==> config.mk <==
export PLATFORM = sky130hd
export DESIGN_NAME = pwr_mode_ctrl
export DESIGN_NICKNAME = d
export VERILOG_FILES = /design/src/rtl/pmc_pkg.sv /design/src/rtl/pmc_rst_sync.sv /design/src/rtl/pmc_mode_fsm.sv /design/src/rtl/pmc_settle.sv /design/src/rtl/pmc_gates.sv /design/src/rtl/pwr_mode_ctrl.sv
export SDC_FILE = /design/constraint.sdc
export NUM_CORES = 1
export LEC_CHECK = 0
export CAP_MARGIN = 5
export CORE_UTILIZATION = 48
export CTS_BUF_LIST = sky130_fd_sc_hd__clkbuf_16
export DETAILED_ROUTE_END_ITERATION = 6
export PLACE_DENSITY_LB_ADDON = 0.08
export SYNTH_ARGS = -nofsm -noshare
export SYNTH_HDL_FRONTEND = slang
export SYNTH_SLANG_ARGS = --single-unit
==> constraint.sdc <==
create_clock -name clk -period 2.8 [get_ports clk]
set_input_delay 0.56 -clock clk [delete_from_list [all_inputs] [get_ports clk]]
set_output_delay 0.56 -clock clk [all_outputs]
set_load 0.01 [all_outputs]
==> src/rtl/pmc_pkg.sv <==
package pmc_pkg;
  typedef enum logic [1:0] {
    MODE_FAST = 2'b00,
    MODE_SLOW = 2'b01,
    MODE_IDLE = 2'b10,
    MODE_STOP = 2'b11
  } pmc_mode_e;
endpackage

==> src/rtl/pmc_rst_sync.sv <==
module pmc_rst_sync #(
  parameter int STAGES = 2
) (
  input  logic clk,
  input  logic rst_n,
  output logic rst_ni
);
  logic [STAGES-1:0] sync_q;

  always_ff @(posedge clk or negedge rst_n) begin
    if (!rst_n) sync_q <= '0;
    else        sync_q <= {sync_q[STAGES-2:0], 1'b1};
  end

  assign rst_ni = sync_q[STAGES-1];
endmodule

==> src/rtl/pmc_mode_fsm.sv <==
module pmc_mode_fsm
  import pmc_pkg::*;
#(
  parameter int NUM_WAKE = 4
) (
  input  logic                clk,
  input  logic                rst_ni,
  input  logic                mode_wr,
  input  logic [1:0]          mode_wdata,
  input  logic                slow_keep,
  input  logic                fast_keep,
  input  logic [NUM_WAKE-1:0] wake_evt,
  input  logic                settling,
  output pmc_mode_e           mode_q,
  output logic                settle_start
);
  pmc_mode_e mode_d, prev_q, prev_d, req;
  logic      low_power, any_wake;

  assign req       = pmc_mode_e'(mode_wdata);
  assign low_power = (mode_q == MODE_IDLE) || (mode_q == MODE_STOP);
  assign any_wake  = |wake_evt;

  always_comb begin
    mode_d       = mode_q;
    prev_d       = prev_q;
    settle_start = 1'b0;
    if (low_power) begin
      if (any_wake) begin
        mode_d       = prev_q;
        settle_start = (prev_q == MODE_FAST);
      end
    end else if (mode_wr && !settling) begin
      unique case (req)
        MODE_FAST: if (mode_q == MODE_SLOW && fast_keep) mode_d = MODE_FAST;
        MODE_SLOW: if (mode_q == MODE_FAST && slow_keep) mode_d = MODE_SLOW;
        default: begin
          prev_d = mode_q;
          mode_d = req;
        end
      endcase
    end
  end

  always_ff @(posedge clk or negedge rst_ni) begin
    if (!rst_ni) begin
      mode_q <= MODE_FAST;
      prev_q <= MODE_FAST;
    end else begin
      mode_q <= mode_d;
      prev_q <= prev_d;
    end
  end

  AST_WAKE_RESTORE: assert property (@(posedge clk) disable iff (!rst_ni)
    (low_power && any_wake) |=> (mode_q == $past(prev_q))) else $error("wake restore");

  AST_REJECT_SLOW: assert property (@(posedge clk) disable iff (!rst_ni)
    (mode_q == MODE_FAST && mode_wr && mode_wdata == 2'b01 && !slow_keep)
    |=> (mode_q == MODE_FAST)) else $error("slow reject");

  AST_IDLE_HOLD: assert property (@(posedge clk) disable iff (!rst_ni)
    (mode_q == MODE_IDLE && !any_wake) |=> (mode_q == MODE_IDLE)) else $error("idle hold");
endmodule

==> src/rtl/pmc_settle.sv <==
module pmc_settle #(
  parameter int SETTLE_TICKS = 16
) (
  input  logic clk,
  input  logic rst_ni,
  input  logic start,
  input  logic slow_tick,
  output logic settling
);
  localparam int CNT_W = (SETTLE_TICKS > 1) ? $clog2(SETTLE_TICKS) : 1;
  localparam logic [CNT_W-1:0] LAST = CNT_W'(SETTLE_TICKS - 1);

  logic [CNT_W-1:0] cnt_q, cnt_d;
  logic             busy_q, busy_d;

  always_comb begin
    cnt_d  = cnt_q;
    busy_d = busy_q;
    if (start) begin
      cnt_d  = '0;
      busy_d = 1'b1;
    end else if (busy_q && slow_tick) begin
      if (cnt_q == LAST) begin
        busy_d = 1'b0;
        cnt_d  = '0;
      end else begin
        cnt_d = cnt_q + 1'b1;
      end
    end
  end

  always_ff @(posedge clk or negedge rst_ni) begin
    if (!rst_ni) begin
      cnt_q  <= '0;
      busy_q <= 1'b0;
    end else begin
      cnt_q  <= cnt_d;
      busy_q <= busy_d;
    end
  end

  assign settling = busy_q;

  AST_SETTLE_NEEDS_TICK: assert property (@(posedge clk) disable iff (!rst_ni)
    (busy_q && !slow_tick) |=> busy_q) else $error("settle ended without tick");
endmodule

==> src/rtl/pmc_gates.sv <==
module pmc_gates
  import pmc_pkg::*;
(
  input  pmc_mode_e mode,
  input  logic      settling,
  input  logic      slow_keep,
  input  logic      fast_keep,
  output logic      fast_en,
  output logic      slow_en,
  output logic      cpu_en,
  output logic      tb_en
);
  always_comb begin
    fast_en = 1'b0;
    slow_en = 1'b0;
    cpu_en  = 1'b0;
    tb_en   = 1'b0;
    unique case (mode)
      MODE_FAST: begin
        fast_en = 1'b1;
        slow_en = slow_keep | settling;
        cpu_en  = ~settling;
        tb_en   = 1'b1;
      end
      MODE_SLOW: begin
        fast_en = fast_keep;
        slow_en = 1'b1;
        cpu_en  = 1'b1;
        tb_en   = 1'b1;
      end
      MODE_IDLE: begin
        slow_en = 1'b1;
        tb_en   = 1'b1;
      end
      default: ;
    endcase
  end
endmodule

==> src/rtl/pwr_mode_ctrl.sv <==
module pwr_mode_ctrl
  import pmc_pkg::*;
#(
  parameter int NUM_WAKE     = 4,
  parameter int SETTLE_TICKS = 16
) (
  input  logic                clk,
  input  logic                rst_n,
  input  logic                mode_wr,
  input  logic [1:0]          mode_wdata,
  input  logic                slow_keep,
  input  logic                fast_keep,
  input  logic [NUM_WAKE-1:0] wake_evt,
  input  logic                slow_tick,
  output logic                fast_en,
  output logic                slow_en,
  output logic                cpu_en,
  output logic                tb_en,
  output logic                cpu_halted,
  output logic [1:0]          mode
);
  logic      rst_ni, settling, settle_start;
  pmc_mode_e mode_q;

  pmc_rst_sync #(.STAGES(2)) u_rst (.clk(clk), .rst_n(rst_n), .rst_ni(rst_ni));

  pmc_mode_fsm #(.NUM_WAKE(NUM_WAKE)) u_fsm (
    .clk(clk), .rst_ni(rst_ni), .mode_wr(mode_wr), .mode_wdata(mode_wdata),
    .slow_keep(slow_keep), .fast_keep(fast_keep), .wake_evt(wake_evt),
    .settling(settling), .mode_q(mode_q), .settle_start(settle_start)
  );

  pmc_settle #(.SETTLE_TICKS(SETTLE_TICKS)) u_settle (
    .clk(clk), .rst_ni(rst_ni), .start(settle_start),
    .slow_tick(slow_tick), .settling(settling)
  );

  pmc_gates u_gates (
    .mode(mode_q), .settling(settling), .slow_keep(slow_keep), .fast_keep(fast_keep),
    .fast_en(fast_en), .slow_en(slow_en), .cpu_en(cpu_en), .tb_en(tb_en)
  );

  assign cpu_halted = ~cpu_en;
  assign mode       = mode_q;

  AST_HOLD_CPU: assert property (@(posedge clk) disable iff (!rst_ni)
    settling |-> (!cpu_en && fast_en)) else $error("cpu ran while settling");

  AST_STOP_GATES: assert property (@(posedge clk) disable iff (!rst_ni)
    (mode == 2'b11) |-> !(fast_en || slow_en || cpu_en || tb_en)) else $error("stop gates");

  AST_IDLE_GATES: assert property (@(posedge clk) disable iff (!rst_ni)
    (mode == 2'b10) |-> (slow_en && tb_en && !fast_en && cpu_halted)) else $error("idle gates");
endmodule

---- Word-level counts from Yosys, hierarchy flattened ----
Index checks and enable logic that the tools add are counted.
cells by class
  $add $sub $neg .......................... 1
  eq/ne operators ......................... 8
  muxes and demuxes ....................... 18
  bitwise gates (word level) .............. 5
  reduce and logical (&&, ||, !) cells .... 19
operator list
  kind                                                                    count
  4-bit two-way mux                                                       3
  2-bit two-way mux                                                       5
  2-bit zero test                                                         3
  1-bit two-way mux                                                       6
  3-bit by 1-bit != test with 1-bit output (second input constant)        2
  1-bit case mux with 2 select lines                                      3
  2-bit nonzero test                                                      3
  4-bit by 1-bit adder with 4-bit output (second input constant)          1
  2-bit by 1-bit equality test with 1-bit output (second input constant)  2
  2-bit equality test (second input constant)                             2
  4-bit equality test (second input constant)                             1
  1-bit logical AND                                                       4
  1-bit NOT                                                               4
  2-bit case mux with 2 select lines                                      1
  4-bit AND reduction                                                     1
  2-bit OR reduction                                                      2
  4-bit OR reduction                                                      1
  3-bit AND reduction                                                     1
  3-bit OR reduction                                                      1
  2-bit != test (second input constant)                                   1
  2-bit AND reduction                                                     1
  1-bit zero test                                                         1
  1-bit logical OR                                                        1
  1-bit bitwise OR                                                        1
word-level totals
  register bits after elaboration ......... 11
  output and inout bits ................... 7

---- Longest topological paths before layout ----
  word-level depth ........................ 6
  depth in mapped cells ................... 5
  mapped depth without buffers ............ 5

---- Modules after synthesis ----
A second synthesis with hierarchy kept.
second synthesis, totals
  cell total of the unflattened synthesis .. 63
  area total of the unflattened synthesis .. 610.6 µm²
by module, submodules not included
  module         instances  cells each  area each (µm²)  sequential area each (µm²)
  pmc_settle     1          24          236.5            125.1
  pmc_mode_fsm   1          22          221.5            100.1
  pmc_gates      1          13          95.1             0.0
  pmc_rst_sync   1          3           53.8             50.0
  pwr_mode_ctrl  1          1           3.8              0.0

---- Worst setup path before layout ----
Ideal clock, no wire load.
  kind .................................... register to register
  start ................................... register u_fsm.mode_q[0]
  end ..................................... register u_fsm.prev_q[1]
  library setup time ...................... 0.125 ns
  data arrival time ....................... 1.827 ns
  required time ........................... 2.675 ns
  slack ................................... 0.848 ns
  stages on the path, launching flop included .. 6
  buffers on the path ..................... 0
  clock period less this slack ............ 1.952 ns
  path through ............................ dfrtp_1 inv_1 ha_1 or4b_4 or2_4 mux2_4
on the way
  word-level cells in the longest chain between the ends .. 4
  elaborated cells on any way between the ends .. 5
  those cells by class .................... eq/ne (2); bitwise (1); reduce/logical (2)
ends and longest elaborated chain
  element                            RTL line            text
  from (decl)                        pmc_mode_fsm.sv:14  output pmc_mode_e mode_q,
  from (signal assigned)             pmc_mode_fsm.sv:50  mode_q <= mode_d;
  2-bit equality test                pmc_mode_fsm.sv:21  assign low_power = (mode_q == MODE_IDLE) || (mode_q == MODE_STOP);
  1-bit logical OR (*)               pmc_mode_fsm.sv:21
  1-bit NOT (no line) (*)            --
  3-bit AND reduction (no line) (*)  --
  to (signal assigned)               pmc_mode_fsm.sv:51  prev_q <= prev_d;
  to (decl)                          pmc_mode_fsm.sv:17  pmc_mode_e mode_d, prev_q, prev_d, req;
Every way passes the cells marked *; elsewhere a longest branch is shown, timed or not.
A chain may end at the register's enable or synchronous reset.

---- Worst setup path after layout ----
  start ................................... register u_fsm.mode_q[1]
  end ..................................... output slow_en
on the way
  word-level cells in the longest chain between the ends .. 3
  elaborated cells on any way between the ends .. 5
  those cells by class .................... eq/ne (2); mux (1); reduce/logical (2)
ends and longest elaborated chain
  element                                                                                RTL line             text
  2-bit by 1-bit equality test with 1-bit output or 2-bit equality test (tied branches)  pmc_gates.sv:18      unique case (mode)
  2-bit OR reduction (no line)                                                           --
  1-bit case mux with 2 select lines (*)                                                 pmc_gates.sv:18
  to (decl)                                                                              pwr_mode_ctrl.sv:16  output logic slow_en,
Marked as above.

==> key figures <==
Run status
  • Status: completed

Logic synthesis
  • Netlist Area Pre-Place: approximately 650 um^2
  • Syn Inst Count: 67
  • Compound-gate portion of the synthesized area: a little under a fifth
  • Distinct cell type count after synthesis: 26
  • Post-Synth Adder-Cell Area: 11.6%
  • Post-Synth Simple-Gate Area: a little under a fifth
  • Seq/Total Area, Yosys: 42.6%
  • Synth Register Bits: 11
  • Main combinational cell family by area after synthesis: simple AND/OR/NAND/NOR gates
  • Asr flop ratio synth: 100%
  • Mapped Nets: 85
  • Ys flop type: dfrtp_1
  • Number of synthesized flops with an enable pin: 0
  • Post-Syn Area per Cell: approximately 9.6 um^2
  • Yosys warns: 0
  • Post-synthesis mux area share: between 2 and 2.5%
  • XOR/XNOR Fraction of Synth Area: 1.36%

Clocking
  • Post-CTS Hold Buffers: 0
  • Post-CTS setup buffer count: 0
  • CTS tree: built
  • Num CTS Buffers: 3
  • CTS Sinks: 11
  • Clk buf depth: 2
  • H-tree Lvls: 1
  • Clock root buffer: clkbuf_16
  • Worst-path clk slew: around 0.040 ns
  • Clock Latency Late Sink: approximately 0.24 ns
  • Post-cts sizing count: 0

Layout
  • Fin area: 922 um^2
  • Final net count: 108
  • Area Growth Syn to Fin: 42.8%
  • Share of layout cells above drive strength 1: around 8%
  • FILL cells: 78
  • N_diodes: 0

Run
  • Max-Cap Viols: 0

Placement
  • Hpwl dp: about 1000 um
  • Worst slack at placement: 0.445 ns
  • Dpl cell area: 843 um^2
  • IO Port Bufs: 18
  • RePlAce Congestion: 0.853

STA
  • Slew HR: a little over two fifths
  • Fin crit period: between 2 and 2.5 ns
  • Finish-stage setup viols: 0
  • RSZ-0062 raised after global routing: false
  • Clock Skews: about 0.0025 ns
  • Max-slew violations: 0
  • Worst hold slack: approximately 0.15 ns
  • Final hold violation count: 0
  • Tightest Pin Transition: 0.855 ns
  • Fmax: around 0.42 GHz
  • Final period utilization: between 80 and 90%
  • Fin worst setup slack: between 0.4 and 0.5 ns
  • Setup TNS: 0 ns

Critical path
  • R2r worst-path depth: 5
  • Critical setup path kind: reg2out
  • WP data arrival: about 1.8 ns
  • Worst path required time: approximately 2.2 ns
  • Startpoint types: flop
  • R2R Path Start: u_fsm.mode_q[0]$_DFFE_PN0P_
  • Critical Path Fanout Max: 6
  • Flop-to-flop setup slack: 0.79 ns
  • Worst Setup End Kind: output port
  • R2R Path End: u_fsm.prev_q[1]$_DFFE_PN0P_

Routing
  • Starting DRC count in detailed routing: 9
  • Routed WL: about 1.6 mm
  • DR WL/cell: roughly 16 um
  • Via density per instance: 5.91
  • Routed Antenna Nets: 0
  • Drt pass-1 iters: 4
  • Routed vias: 609
  • Drc violations: 0

Die
  • Die width: around 39 um
  • Core box area: 0.00117 mm^2
  • Die area: approximately 0.0015 mm^2
  • I/O Pins: 19
  • FP Rows: 12
  • Initial Utilization: a little under three fifths
  • Die Ht: roughly 39 um

Worst hold path
  • Min-Delay Path Class: reg2async

Global route
  • Initial antenna violation count: 0
  • First-pass GRT wire length: approximately 2.7 mm
  • Vias in the first global route: 590
  • Global router's overall resource usage: between 20% and 30%
  • Largest net degree at the start of global routing: 10
  • GRT overflow: 0

Power and ir drop
  • P_leak: around 0.42 nW
  • VDD IR max: roughly 0.66 mV
  • Pwr Density: slightly above 1000 mW/mm^2
[cells in the final DEF, fill, tap and decap left out, drive strengths merged]
| master | n |
|---|---|
| a211oi | 1 |
| a21o | 2 |
| a21oi | 7 |
| a311o | 1 |
| a31oi | 1 |
| clkbuf | 3 |
| clkdlybuf4s50 | 18 |
| conb | 1 |
| dfrtp | 11 |
| ha | 6 |
| inv | 8 |
| mux2 | 1 |
| nand2 | 4 |
| nand3 | 4 |
| nand3b | 1 |
| nand4 | 1 |
| nor2 | 2 |
| nor3 | 1 |
| nor3b | 1 |
| nor4 | 2 |
| o211a | 1 |
| o21ai | 5 |
| o221ai | 1 |
| or2 | 1 |
| or3 | 3 |
| or4b | 1 |
| xor2 | 1 |
[routing by layer]
metal | track usage [%] | part of all wire [%]
met1 | 32.6 | 46
met2 | 43.3 | 48
met3 | 9.25 | 4.2
met4 | 15.5 | 2.3
met5 | 0 | 0
[synthesized netlist by cell type (2+ instances only)]
cell type,n,area share [%]
dfrtp_1,11,43
inv_1,7,4.1
nor2_1,2,1.2
nor4_1,2,1.9
nand3_1,4,3.1
ha_1,6,12
a21oi_1,7,5.4
o21ai_0,5,3.9
or3_1,3,2.9
nand2_1,4,2.3
[sequential cells by signal, indices dropped and copies added, names as in the netlist]
name / count
u_settle.cnt_q: 4
u_fsm.prev_q: 2
u_fsm.mode_q: 2
u_settle.settling: 1
u_rst.sync_q: 2
[where the power goes]
group / switching, mW / internal [mW]
logic: 0.200 / 0.220
registers: 0.0513 / 0.199
clock network: 0.0718 / 0.188
total: 0.323 / 0.607
[worst max-delay path, stage by stage (launching register included)]
cell	delay, ns
dfrtp_1	0.44
inv_1	0.14
ha_1	0.22
o21ai_0	0.10
a21oi_1	0.15
clkdlybuf4s50_1	0.54
[through the flow]
step	power [mW]	std cells	util (%)
after CTS	0.930	103	78.7
after detailed placement	0.660	99	72.0
after global routing	0.992	103	78.7
final	0.930	103	78.7
after floorplan	0.472	67	-
after global placement	0.652	99	72.0
[final cells by class]
cell class              count  area [um^2]  area share (%)
flip-flops and latches     11          275            29.9
clock inverters             1         3.75           0.407
multi-input cells          49          344            37.3
inverters                   7         26.3            2.85
well taps                  14         17.5            1.90
repair buffers             18          180            19.5
clock buffers               3         75.1            8.14
[how the worst max path moves through the flow]
stage | start | end | slack (ns) | cells after the start
finish | u_fsm.mode_q[1]$_DFFE_PN0P_ | slow_en | 0.41 | 5
global route | u_fsm.mode_q[1]$_DFFE_PN0P_ | slow_en | 0.28 | 5
CTS | u_fsm.mode_q[0]$_DFFE_PN0P_ | slow_en | 0.42 | 5
detailed placement | slow_keep | slow_en | 0.45 | 4
global placement | slow_keep | slow_en | 0.45 | 4
floorplan | u_fsm.mode_q[0]$_DFFE_PN0P_ | u_fsm.prev_q[1]$_DFFE_PN0P_ | 0.85 | 5
[cells by family after synthesis]
| group | after synthesis |
|---|---|
| muxes | 1 |
| adders and majority gates | 6 |
| xor gates and xnor gates | 1 |
| DFF | 11 |
| and+or+nand+nor | 21 |
| other | 1 |
| buffers and inverters | 7 |
| AOI/OAI and AO/OA | 19 |
No activity file was read; power rests on OpenSTA's default activity.
